**src/rtl/ptw_pkg.sv**
```systemverilog
package ptw_pkg;

   typedef enum logic [1:0] {
      PG_SECTION = 2'd0,
      PG_LARGE   = 2'd1,
      PG_SMALL   = 2'd2,
      PG_TINY    = 2'd3
   } pg_size_e;

   typedef enum logic [1:0] {
      WF_NONE    = 2'd0,
      WF_SECTION = 2'd1,
      WF_PAGE    = 2'd2
   } walk_fault_e;

   typedef enum logic [1:0] {
      ST_IDLE   = 2'd0,
      ST_FIRST  = 2'd1,
      ST_SECOND = 2'd2
   } walk_state_e;

   localparam logic [1:0] L1_FAULT   = 2'b00;
   localparam logic [1:0] L1_COARSE  = 2'b01;
   localparam logic [1:0] L1_SECTION = 2'b10;
   localparam logic [1:0] L1_FINE    = 2'b11;

   localparam logic [1:0] L2_FAULT = 2'b00;
   localparam logic [1:0] L2_LARGE = 2'b01;
   localparam logic [1:0] L2_SMALL = 2'b10;
   localparam logic [1:0] L2_TINY  = 2'b11;

endpackage

```
**src/rtl/ptw_addr_gen.sv**
```systemverilog
module ptw_addr_gen #(
   parameter int VA_W         = 32,
   parameter int L1_IDX_W     = 12,
   parameter int COARSE_IDX_W = 8,
   parameter int FINE_IDX_W   = 10
) (
   input  logic [VA_W-1:0] va,
   input  logic [VA_W-1:0] tbase,
   input  logic [VA_W-1:0] l1_desc,
   input  logic            fine_tbl,
   output logic [VA_W-1:0] first_addr,
   output logic [VA_W-1:0] second_addr
);
   localparam int WORD_LSB  = 2;
   localparam int SEC_OFF_W = VA_W - L1_IDX_W;
   localparam int TB_KEEP_W = VA_W - L1_IDX_W - WORD_LSB;
   localparam int CB_KEEP_W = VA_W - COARSE_IDX_W - WORD_LSB;
   localparam int FB_KEEP_W = VA_W - FINE_IDX_W - WORD_LSB;

   generate
      if (COARSE_IDX_W > SEC_OFF_W || FINE_IDX_W > SEC_OFF_W) begin : g_bad_idx
         $error("ptw_addr_gen: second-level index wider than section offset");
      end
   endgenerate

   logic [VA_W-1:0] coarse_addr;
   logic [VA_W-1:0] fine_addr;

   assign first_addr  = {tbase[VA_W-1 -: TB_KEEP_W], va[VA_W-1 -: L1_IDX_W], {WORD_LSB{1'b0}}};
   assign coarse_addr = {l1_desc[VA_W-1 -: CB_KEEP_W], va[SEC_OFF_W-1 -: COARSE_IDX_W],
                         {WORD_LSB{1'b0}}};
   assign fine_addr   = {l1_desc[VA_W-1 -: FB_KEEP_W], va[SEC_OFF_W-1 -: FINE_IDX_W],
                         {WORD_LSB{1'b0}}};
   assign second_addr = fine_tbl ? fine_addr : coarse_addr;

endmodule

```
**src/rtl/ptw_leaf_decode.sv**
```systemverilog
module ptw_leaf_decode
   import ptw_pkg::*;
#(
   parameter int VA_W        = 32,
   parameter int L1_IDX_W    = 12,
   parameter int DOM_W       = 4,
   parameter int AP_W        = 2,
   parameter int N_QTR       = 4,
   parameter int LARGE_OFF_W = 16,
   parameter int SMALL_OFF_W = 12,
   parameter int TINY_OFF_W  = 10
) (
   input  logic [VA_W-1:0]        va,
   input  logic [VA_W-1:0]        l1_desc,
   input  logic [VA_W-1:0]        leaf,
   input  logic                   is_page,
   output logic [VA_W-1:0]        base,
   output logic [VA_W-1:0]        pa,
   output logic [1:0]             size,
   output logic [DOM_W-1:0]       dom,
   output logic [N_QTR*AP_W-1:0]  perm_all,
   output logic [AP_W-1:0]        perm,
   output logic                   c_bit,
   output logic                   b_bit,
   output logic [1:0]             fault
);
   localparam int SEC_OFF_W   = VA_W - L1_IDX_W;
   localparam int QSEL_W      = $clog2(N_QTR);
   localparam int DOM_LO      = 5;
   localparam int PERM_LO     = 4;
   localparam int SEC_PERM_LO = 10;
   localparam int C_POS       = 3;
   localparam int B_POS       = 2;

   generate
      if (PERM_LO + N_QTR*AP_W > SEC_PERM_LO + AP_W) begin : g_bad_perm
         $error("ptw_leaf_decode: quarter permission fields overrun descriptor");
      end
      if (!(TINY_OFF_W < SMALL_OFF_W && SMALL_OFF_W < LARGE_OFF_W && LARGE_OFF_W < SEC_OFF_W))
      begin : g_bad_sizes
         $error("ptw_leaf_decode: page offsets must increase with page size");
      end
   endgenerate

   logic [1:0]        kind;
   logic              fine_tbl;
   logic              flt;
   pg_size_e          sz;
   logic [VA_W-1:0]   off_mask;
   logic [QSEL_W-1:0] qidx;

   assign kind     = leaf[1:0];
   assign fine_tbl = (l1_desc[1:0] == L1_FINE);

   always_comb begin
      flt   = 1'b0;
      sz    = PG_SECTION;
      fault = WF_NONE;
      if (!is_page) begin
         if (kind == L1_FAULT) begin
            flt   = 1'b1;
            fault = WF_SECTION;
         end
      end else begin
         case (kind)
            L2_FAULT: begin
               flt   = 1'b1;
               fault = WF_PAGE;
            end
            L2_LARGE: sz = PG_LARGE;
            L2_SMALL: sz = PG_SMALL;
            default: begin
               if (fine_tbl) begin
                  sz = PG_TINY;
               end else begin
                  flt   = 1'b1;
                  fault = WF_PAGE;
               end
            end
         endcase
      end
   end

   always_comb begin
      case (sz)
         PG_LARGE: off_mask = {VA_W{1'b1}} >> (VA_W - LARGE_OFF_W);
         PG_SMALL: off_mask = {VA_W{1'b1}} >> (VA_W - SMALL_OFF_W);
         PG_TINY:  off_mask = {VA_W{1'b1}} >> (VA_W - TINY_OFF_W);
         default:  off_mask = {VA_W{1'b1}} >> (VA_W - SEC_OFF_W);
      endcase
      case (sz)
         PG_LARGE: qidx = va[LARGE_OFF_W-1 -: QSEL_W];
         PG_SMALL: qidx = va[SMALL_OFF_W-1 -: QSEL_W];
         default:  qidx = '0;
      endcase
   end

   genvar q;
   generate
      for (q = 0; q < N_QTR; q++) begin : g_qtr
         assign perm_all[q*AP_W +: AP_W] =
            flt            ? '0 :
            !is_page       ? leaf[SEC_PERM_LO +: AP_W] :
            (sz == PG_TINY) ? leaf[PERM_LO +: AP_W] :
                              leaf[PERM_LO + q*AP_W +: AP_W];
      end
   endgenerate

   assign perm  = perm_all[qidx*AP_W +: AP_W];
   assign base  = flt ? '0 : (leaf & ~off_mask);
   assign pa    = flt ? '0 : ((leaf & ~off_mask) | (va & off_mask));
   assign size  = flt ? 2'b00 : sz;
   assign dom   = flt ? '0 : (is_page ? l1_desc[DOM_LO +: DOM_W] : leaf[DOM_LO +: DOM_W]);
   assign c_bit = flt ? 1'b0 : leaf[C_POS];
   assign b_bit = flt ? 1'b0 : leaf[B_POS];

endmodule

```
**src/rtl/ptw_walker.sv**
```systemverilog
module ptw_walker
   import ptw_pkg::*;
#(
   parameter int VA_W         = 32,
   parameter int L1_IDX_W     = 12,
   parameter int COARSE_IDX_W = 8,
   parameter int FINE_IDX_W   = 10,
   parameter int DOM_W        = 4,
   parameter int AP_W         = 2,
   parameter int N_QTR        = 4
) (
   input  logic                   clk,
   input  logic                   rst_n,
   input  logic                   walk_req,
   input  logic [VA_W-1:0]        walk_va,
   input  logic [VA_W-1:0]        tbase,
   output logic                   busy,
   output logic                   mem_req,
   output logic [VA_W-1:0]        mem_addr,
   input  logic                   mem_rvalid,
   input  logic [VA_W-1:0]        mem_rdata,
   output logic                   done,
   output logic [1:0]             res_fault,
   output logic [1:0]             res_size,
   output logic [VA_W-1:0]        res_base,
   output logic [VA_W-1:0]        res_pa,
   output logic [DOM_W-1:0]       res_domain,
   output logic [N_QTR*AP_W-1:0]  res_perm_all,
   output logic [AP_W-1:0]        res_perm,
   output logic                   res_c,
   output logic                   res_b
);
   generate
      if (VA_W != 32) begin : g_bad_va
         $error("ptw_walker: descriptor layout needs a 32-bit address");
      end
      if (N_QTR != 4 || AP_W != 2) begin : g_bad_qtr
         $error("ptw_walker: four 2-bit quarter permissions expected");
      end
   endgenerate

   walk_state_e            state_q;
   logic [VA_W-1:0]        va_q, tb_q, l1_q;
   logic [VA_W-1:0]        first_addr, second_addr;
   logic [VA_W-1:0]        d_base, d_pa;
   logic [1:0]             d_size, d_fault;
   logic [DOM_W-1:0]       d_dom;
   logic [N_QTR*AP_W-1:0]  d_perm_all;
   logic [AP_W-1:0]        d_perm;
   logic                   d_c, d_b;
   logic                   finish;

   ptw_addr_gen #(
      .VA_W(VA_W), .L1_IDX_W(L1_IDX_W),
      .COARSE_IDX_W(COARSE_IDX_W), .FINE_IDX_W(FINE_IDX_W)
   ) u_addr (
      .va(va_q), .tbase(tb_q), .l1_desc(l1_q),
      .fine_tbl(l1_q[1:0] == L1_FINE),
      .first_addr(first_addr), .second_addr(second_addr)
   );

   ptw_leaf_decode #(
      .VA_W(VA_W), .L1_IDX_W(L1_IDX_W), .DOM_W(DOM_W),
      .AP_W(AP_W), .N_QTR(N_QTR)
   ) u_dec (
      .va(va_q), .l1_desc(l1_q), .leaf(mem_rdata),
      .is_page(state_q == ST_SECOND),
      .base(d_base), .pa(d_pa), .size(d_size), .dom(d_dom),
      .perm_all(d_perm_all), .perm(d_perm), .c_bit(d_c), .b_bit(d_b),
      .fault(d_fault)
   );

   assign busy     = (state_q != ST_IDLE);
   assign mem_req  = busy;
   assign mem_addr = (state_q == ST_SECOND) ? second_addr : first_addr;

   always_comb begin
      finish = 1'b0;
      if (mem_rvalid) begin
         if (state_q == ST_SECOND) begin
            finish = 1'b1;
         end else if (state_q == ST_FIRST) begin
            finish = (mem_rdata[1:0] == L1_FAULT) || (mem_rdata[1:0] == L1_SECTION);
         end
      end
   end

   always_ff @(posedge clk or negedge rst_n) begin
      if (!rst_n) begin
         state_q      <= ST_IDLE;
         va_q         <= '0;
         tb_q         <= '0;
         l1_q         <= '0;
         done         <= 1'b0;
         res_fault    <= '0;
         res_size     <= '0;
         res_base     <= '0;
         res_pa       <= '0;
         res_domain   <= '0;
         res_perm_all <= '0;
         res_perm     <= '0;
         res_c        <= 1'b0;
         res_b        <= 1'b0;
      end else begin
         done <= finish;
         if (finish) begin
            state_q      <= ST_IDLE;
            res_fault    <= d_fault;
            res_size     <= d_size;
            res_base     <= d_base;
            res_pa       <= d_pa;
            res_domain   <= d_dom;
            res_perm_all <= d_perm_all;
            res_perm     <= d_perm;
            res_c        <= d_c;
            res_b        <= d_b;
         end else begin
            case (state_q)
               ST_IDLE: begin
                  if (walk_req) begin
                     va_q    <= walk_va;
                     tb_q    <= tbase;
                     state_q <= ST_FIRST;
                  end
               end
               ST_FIRST: begin
                  if (mem_rvalid) begin
                     l1_q    <= mem_rdata;
                     state_q <= ST_SECOND;
                  end
               end
               default: state_q <= state_q;
            endcase
         end
      end
   end

endmodule

```
**config.mk**
```make
export PLATFORM = sky130hd
export DESIGN_NAME = ptw_walker
export DESIGN_NICKNAME = d
export VERILOG_FILES = /design/src/rtl/ptw_pkg.sv /design/src/rtl/ptw_addr_gen.sv /design/src/rtl/ptw_leaf_decode.sv /design/src/rtl/ptw_walker.sv
export SDC_FILE = /design/constraint.sdc
export NUM_CORES = 1
export LEC_CHECK = 0
export ABC_CLOCK_PERIOD_IN_PS = 6360
export BUFFER_PORTS_ARGS = -buffer_cell sky130_fd_sc_hd__buf_2
export CAP_MARGIN = 40
export CORE_ASPECT_RATIO = 1.5
export CORE_UTILIZATION = 54
export CTS_CLUSTER_DIAMETER = 200
export DETAILED_ROUTE_END_ITERATION = 16
export PLACE_DENSITY = 0.88
export SYNTH_ARGS = -nofsm -noshare
export SYNTH_HDL_FRONTEND = slang
export SYNTH_SLANG_ARGS = --single-unit
```
**constraint.sdc**
```tcl
create_clock -name clk -period 6.36 [get_ports clk]
set_clock_uncertainty 0.05 [all_clocks]
set_input_delay 0.636 -clock clk [delete_from_list [all_inputs] [get_ports clk]]
set_output_delay 0.636 -clock clk [all_outputs]
set_load 0.02 [all_outputs]
```
## Word level (Yosys, flattened, before mapping)

Index checks and enable logic that the tools add are counted.

| word-level totals | value |
|---|---|
| register bits after elaboration | 183 |
| output and inout port bits | 119 |
| word-level logic and storage cells | 79 |

| cells by class | value |
|---|---|
| equal/unequal tests | 10 |
| shifts and indexed selects | 1 |
| multiplexer cells | 40 |
| bitwise operators | 5 |
| reductions and logical operators | 9 |

Operators by type and width:

| kind | count |
|---|---|
| 2-to-1 mux 32 bit | 3 |
| case mux 20 bit (3 select lines) | 1 |
| 2-to-1 mux 2 bit | 19 |
| AND 32 x 20 -> 32 bit | 1 |
| AND 32 bit | 1 |
| inverter 20 -> 32 bit | 1 |
| bitwise OR 32 bit | 1 |
| 2-to-1 mux 12 bit | 1 |
| case mux 2 bit (2 select lines) | 3 |
| == test 2 bit (second input constant) | 5 |
| 2-to-1 mux 1 bit | 9 |
| AND reduction 3 bit | 3 |
| 2-to-1 mux 4 bit | 2 |
| variable part select 8 x 4 -> 2 bit | 1 |
| == test 2 x 1 -> 1 bit (second input constant) | 3 |
| != test 3 bit (second input constant) | 2 |
| case mux 2 bit (3 select lines) | 1 |
| logical NOT 2 bit | 2 |
| nonzero test 3 bit | 1 |
| case mux 1 bit (2 select lines) | 1 |
| nonzero test 2 bit | 1 |
| OR reduction 2 bit | 1 |
| logical OR 1 bit | 1 |
| inverter 1 bit | 1 |

## Depth between registers and ports, before layout

| depth | value |
|---|---|
| depth in word-level cells | 10 |
| mapped depth | 12 |
| depth with buffers taken out | 10 |

## Modules after synthesis

From an unflattened synthesis, not the netlist that was laid out.

| unflattened totals | value |
|---|---|
| cell total of the unflattened synthesis | 1054 |
| area total of the unflattened synthesis | 11091.9 sq um |

By module, submodules not included:

| module | instances | cells each | area an instance (sq um) |
|---|---|---|---|
| ptw_walker | 1 | 818 | 9447.8 |
| ptw_leaf_decode | 1 | 170 | 1073.5 |
| ptw_addr_gen | 1 | 66 | 570.5 |

## Worst setup path after synthesis

No wires, ideal clock.

| timing path | value |
|---|---|
| path type | flip-flop to flip-flop |
| from | register state_q[1] |
| to | register res_pa[12] |
| library setup time | 123 ps |
| data arrival time | 2140 ps |
| setup slack | 4046 ps |
| cell stages (with the launch flop) | 12 |
| path buffers | 3 |
| period minus slack after synthesis | 2314 ps |
| cells stage by stage | dfrtp_1 > buf_6 > nor2b_4 > buf_6 > nand2_1 > a21oi_1 > inv_1 > ha_1 > clkbuf_1 > nor2_1 > mux2i_1 > o21ai_1 |

| on the way | value |
|---|---|
| word-level cells in the longest chain between the ends | 8 |

RTL lines:

| what | RTL line | RTL |
|---|---|---|
| start, declared | ptw_walker.sv:42 | `walk_state_e state_q;` |
| start signal, assigned | ptw_walker.sv:132 | `default: state_q <= state_q;` |
| == test 2 bit | ptw_walker.sv:67, ptw_walker.sv:80 |  |
| 2-to-1 mux 2 bit | ptw_leaf_decode.sv:59 | `if (!is_page) begin` |
| == test 2 bit (tied with other cells) | n/a |  |
| case mux 20 bit (3 select lines) | ptw_leaf_decode.sv:85 | `case (sz)` |
| inverter 20 -> 32 bit | ptw_leaf_decode.sv:111 | `assign pa = flt ? '0 : ((leaf & ~off_mask) \| (va & off_mask));` |
| AND 32 bit | ptw_leaf_decode.sv:111 |  |
| bitwise OR 32 bit | ptw_leaf_decode.sv:111 |  |
| 2-to-1 mux 32 bit | ptw_leaf_decode.sv:111 |  |
| end signal, assigned | ptw_walker.sv:111 | `res_pa <= d_pa;` |
| end, declared | ptw_walker.sv:26 | `output logic [VA_W-1:0] res_pa,` |

Parallel ways exist; a longest one is shown, timed or not.
A chain may end at the register's enable or synchronous reset.

## Worst setup path in the final report

| timing path | value |
|---|---|
| from | register state_q[1] |
| to | register res_pa[13] |

The elaborated chain is that of the path after synthesis.

==> out/qor.yml <==
status:
  status: "finished clean"
clock_tree:
  cts_buffers: 17
  cts.htree.levels: 4
  hold_buffers: 0
  clockBufferDepth: 2
  cts_setup_buffers: 0
  post_cts_resized: 0
  insertion_delay_ns: 0.41
  cts_sinks: 143
  cts_tree: "yes"
  cts_root_buf: "clkbuf_16"
  worst_setup_hold_path_clk_slew_ns: 0.06
timing:
  drv_slew: 0
  setup_viol_count_final: 0
  post-route-period-util_pct: 48.4
  tns_ns: 0
  worstMarginPinSlew_ns: 0.834
  fin_hold_ws_ns: 0.122
  max_clock_freq_mhz: 325
  timing.final.crit_period_ns: 3.08
  finalHoldViolCount: 0
  max-slew-margin-rel_pct: 44.3
  rsz0062_at_grt: "no"
final_layout:
  fillerInstances: 816
  fin_nets: 819
  multi_input_area_um2: 2520
  synthToLayoutAreaGrowth_pct: 24.5
  area.sequential_um2: 3580
  final_layout_size_suffix_gt1_share_pct: 43.1
  antennaDiodeCount: 0
pwr:
  ir_worst_vdd_uv: 345
  switching_power_mw: 1.76
  swShare_pct: 39.0
  total_leakage_power_nw: 4.06
  powerDensity_nw_per_um2: 564
  pwr-share-clk_pct: 23.0
  seq_power_share_pct: 35.7
  p_int_mw: 2.75
  combPwrFrac_pct: 41.2
drt:
  wl_met3_um: 804
  final_antenna_net_count: 0
  topRoutingLayerUsed: "met4"
  avgRoutedWirePerCell_um: 17.8
  drcViolationCount: 0
  wirelength_um: 15600
  dr_total_vias: 4851
  via_per_inst: 5.53
  dr.pass1.iters: 5
  detail_route.iter0.violations: 176
  wl_met1_um: 5990
  wl_met2_um: 8290
die:
  initial_core_util_pct: 55.6
  die_w_um: 91.0
  fp.dieH_um: 135
  rows: 48
  fp.dieArea_um2: 12300
  design.core.area_um2: 11500
  pin_count: 219
critical_path:
  rr_startpoint: "state_q[1]"
  cp_slowest_stage_delay_ns: 0.50
  critPathLaunchType: "flip-flop"
  crit_type: "flip-flop to flip-flop"
  crit_buf_inv: 2
  arrival_ns: 3.28
  worstPathRequired_ns: 6.57
  rr_worst_depth: 9
  cp-end-kind: "flip-flop"
  cp_max_fo: 28
  r2r_end: "res_pa[13]"
  cp_cell_sequence: "nor2b_4, buf_16, nand2_1, a21oi_1, inv_1, ha_1, nor2_1, mux2i_1, o21ai_1"
  r2r_setup_slack_ns: 3.28
  slowest_stage: "dfrtp_1"
  crit_family: "simple AND/OR/NAND/NOR gates"
yosys:
  synth-xor-area-share_pct: 0
  synth-compound-area-share_pct: 10.3
  synth_cell_types: 42
  ys_ff_latch: 143
  synth_top_family_by_area: "multiplexers"
  synth_fa_ha_area_share_pct: 0.975
  synthSimpleGateAreaFrac_pct: 8.56
  synth_warnings: 0
  syn_inst: 542
  syn_area_um2: 6410
  ys_seq_area_share_pct: 55.8
  synth_mux_area_share_pct: 18.5
  syn_avg_cell_area_um2: 11.8
global_route:
  grt-ovfl-total: 0
  grt.total_usage_pct: 25.9
  grt_max_degree: 62
  grt_pass1_vias: 5070
  grt_pass1_wl_um: 24700
  antenna_found_initial: 0
placement:
  port_buffers: 192
  hpwlAfterDp_um: 11100
  gp_congestion: 0.787
hold_path:
  hp-class: "input pin to async pin"
job:
  maxCapViolCount: 0
[layout by cell type (no fill, tap or decap), drive strengths merged, types with 3 or more instances in the layout]
cell type	netlist	layout
nor2	10	10
mux2	78	78
a21oi	7	7
nand2	106	106
mux2i	31	31
conb	1	12
ha	5	5
buf	41	199
a22o	38	38
clkinv	0	4
o21ai	35	35
inv	5	7
clkbuf	16	19
nor3	3	3
clkinvlp	0	3
bufinv	0	4
dfrtp	143	143
[power by group through the flow]
| stage | logic (mW) | registers, mW | clock network [mW] |
|---|---|---|---|
| floorplan | 1.17 | 1.74 | 0 |
| global placement | 1.78 | 1.58 | 0 |
| detailed placement | 1.87 | 1.62 | 0 |
| CTS | 1.87 | 1.61 | 1.06 |
| global route | 2.00 | 1.66 | 1.09 |
| finish | 1.86 | 1.61 | 1.04 |
[routing by layer]
metal / GRT usage, % / up-vias
met5: 0 / -
met1: 29.8 / 2396
met4: 13.1 / 0
met3: 5.56 / 40
li1: - / 2200
met2: 45.7 / 215
[worst max-delay path by stage]
stage	from	slack [ns]	cells past startpoint	to
2_1_floorplan	state_q[1]	4.05	11	res_pa[12]
3_3_place_gp	state_q[1]	3.18	10	res_perm[1]
3_5_place_dp	state_q[1]	3.37	9	res_pa[13]
4_1_cts	state_q[1]	3.34	9	res_pa[13]
5_1_grt	state_q[1]	3.13	11	res_perm[1]
6_report	state_q[1]	3.28	9	res_pa[13]
[registers in the layout, indices dropped and copies added, names as in the netlist]
register and flops:
res_size 2, res_fault 2, res_b 1, res_pa 31, done 1, res_c 1, res_domain 4, res_base 11
va_q 32, l1_q 28, res_perm_all 8, state_q 2, tb_q 18, res_perm 2
[area by class of cell]
class                      count  area share [%]
sequential                   143            44.8
clock inverter                13            2.35
inverter                       5           0.235
tap                          150            2.35
timing repair buffer         199            13.3
clock buffer                  19            5.42
multi-input combinational    348            31.6
[Yosys cell counts, drive strengths merged]
| cell type | instances | share of area [%] |
|---|---|---|
| mux2i | 31 | 4.8 |
| conb | 1 | 0.058 |
| a22o | 38 | 5.2 |
| a21oi | 7 | 0.55 |
| o2111ai | 1 | 0.14 |
| a311oi | 1 | 0.14 |
| clkbuf | 16 | 0.94 |
| ha | 5 | 0.98 |
| nor4 | 1 | 0.20 |
| and3 | 1 | 0.098 |
| o31ai | 1 | 0.12 |
| inv | 5 | 0.29 |
| o21ai | 35 | 2.8 |
| buf | 41 | 4.6 |
| a31oi | 2 | 0.20 |
| nand2b | 2 | 0.20 |
| mux2 | 78 | 14 |
| nor2 | 10 | 0.70 |
| nand4b | 1 | 0.14 |
| nand2 | 106 | 6.2 |
| a21boi | 2 | 0.23 |
| nor3 | 3 | 0.31 |
| o22ai | 1 | 0.098 |
| a22oi | 1 | 0.12 |
| dfrtp | 143 | 56 |
| or2 | 1 | 0.098 |
| nor3b | 1 | 0.20 |
| nor2b | 2 | 0.31 |
| nand3b | 1 | 0.12 |
| a32o | 2 | 0.31 |
| a31o | 1 | 0.27 |
| o311ai | 1 | 0.14 |
[cells by family after synthesis]
| kind of cell | count (synthesis) |
|---|---|
| compound gates | 93 |
| fa+ha+maj | 5 |
| buf+inv | 62 |
| flops | 143 |
| mux | 109 |
| other cells | 1 |
| simple gates | 129 |
[worst register-to-register path, stage by stage (launching register included)]
cell and delay (ns):
dfrtp_1 0.50, nor2b_4 0.44, buf_16 0.23, nand2_1 0.08, a21oi_1 0.36, inv_1 0.13, ha_1 0.37, nor2_1 0.41
mux2i_1 0.27, o21ai_1 0.08
[metrics by stage]
step	utilization, %	cells	worst slack [ns]	power, mW	instance area [um^2]
6_report	69.2	877	3.28	4.51	7990
5_1_grt	69.2	877	3.13	4.75	7990
4_1_cts	69.2	877	3.34	4.54	7990
3_5_place_dp	63.9	845	3.37	3.48	7360
3_3_place_gp	63.4	843	3.18	3.36	7310
2_1_floorplan	-	553	4.05	2.90	6450
(Power assumes the default switching activity.)
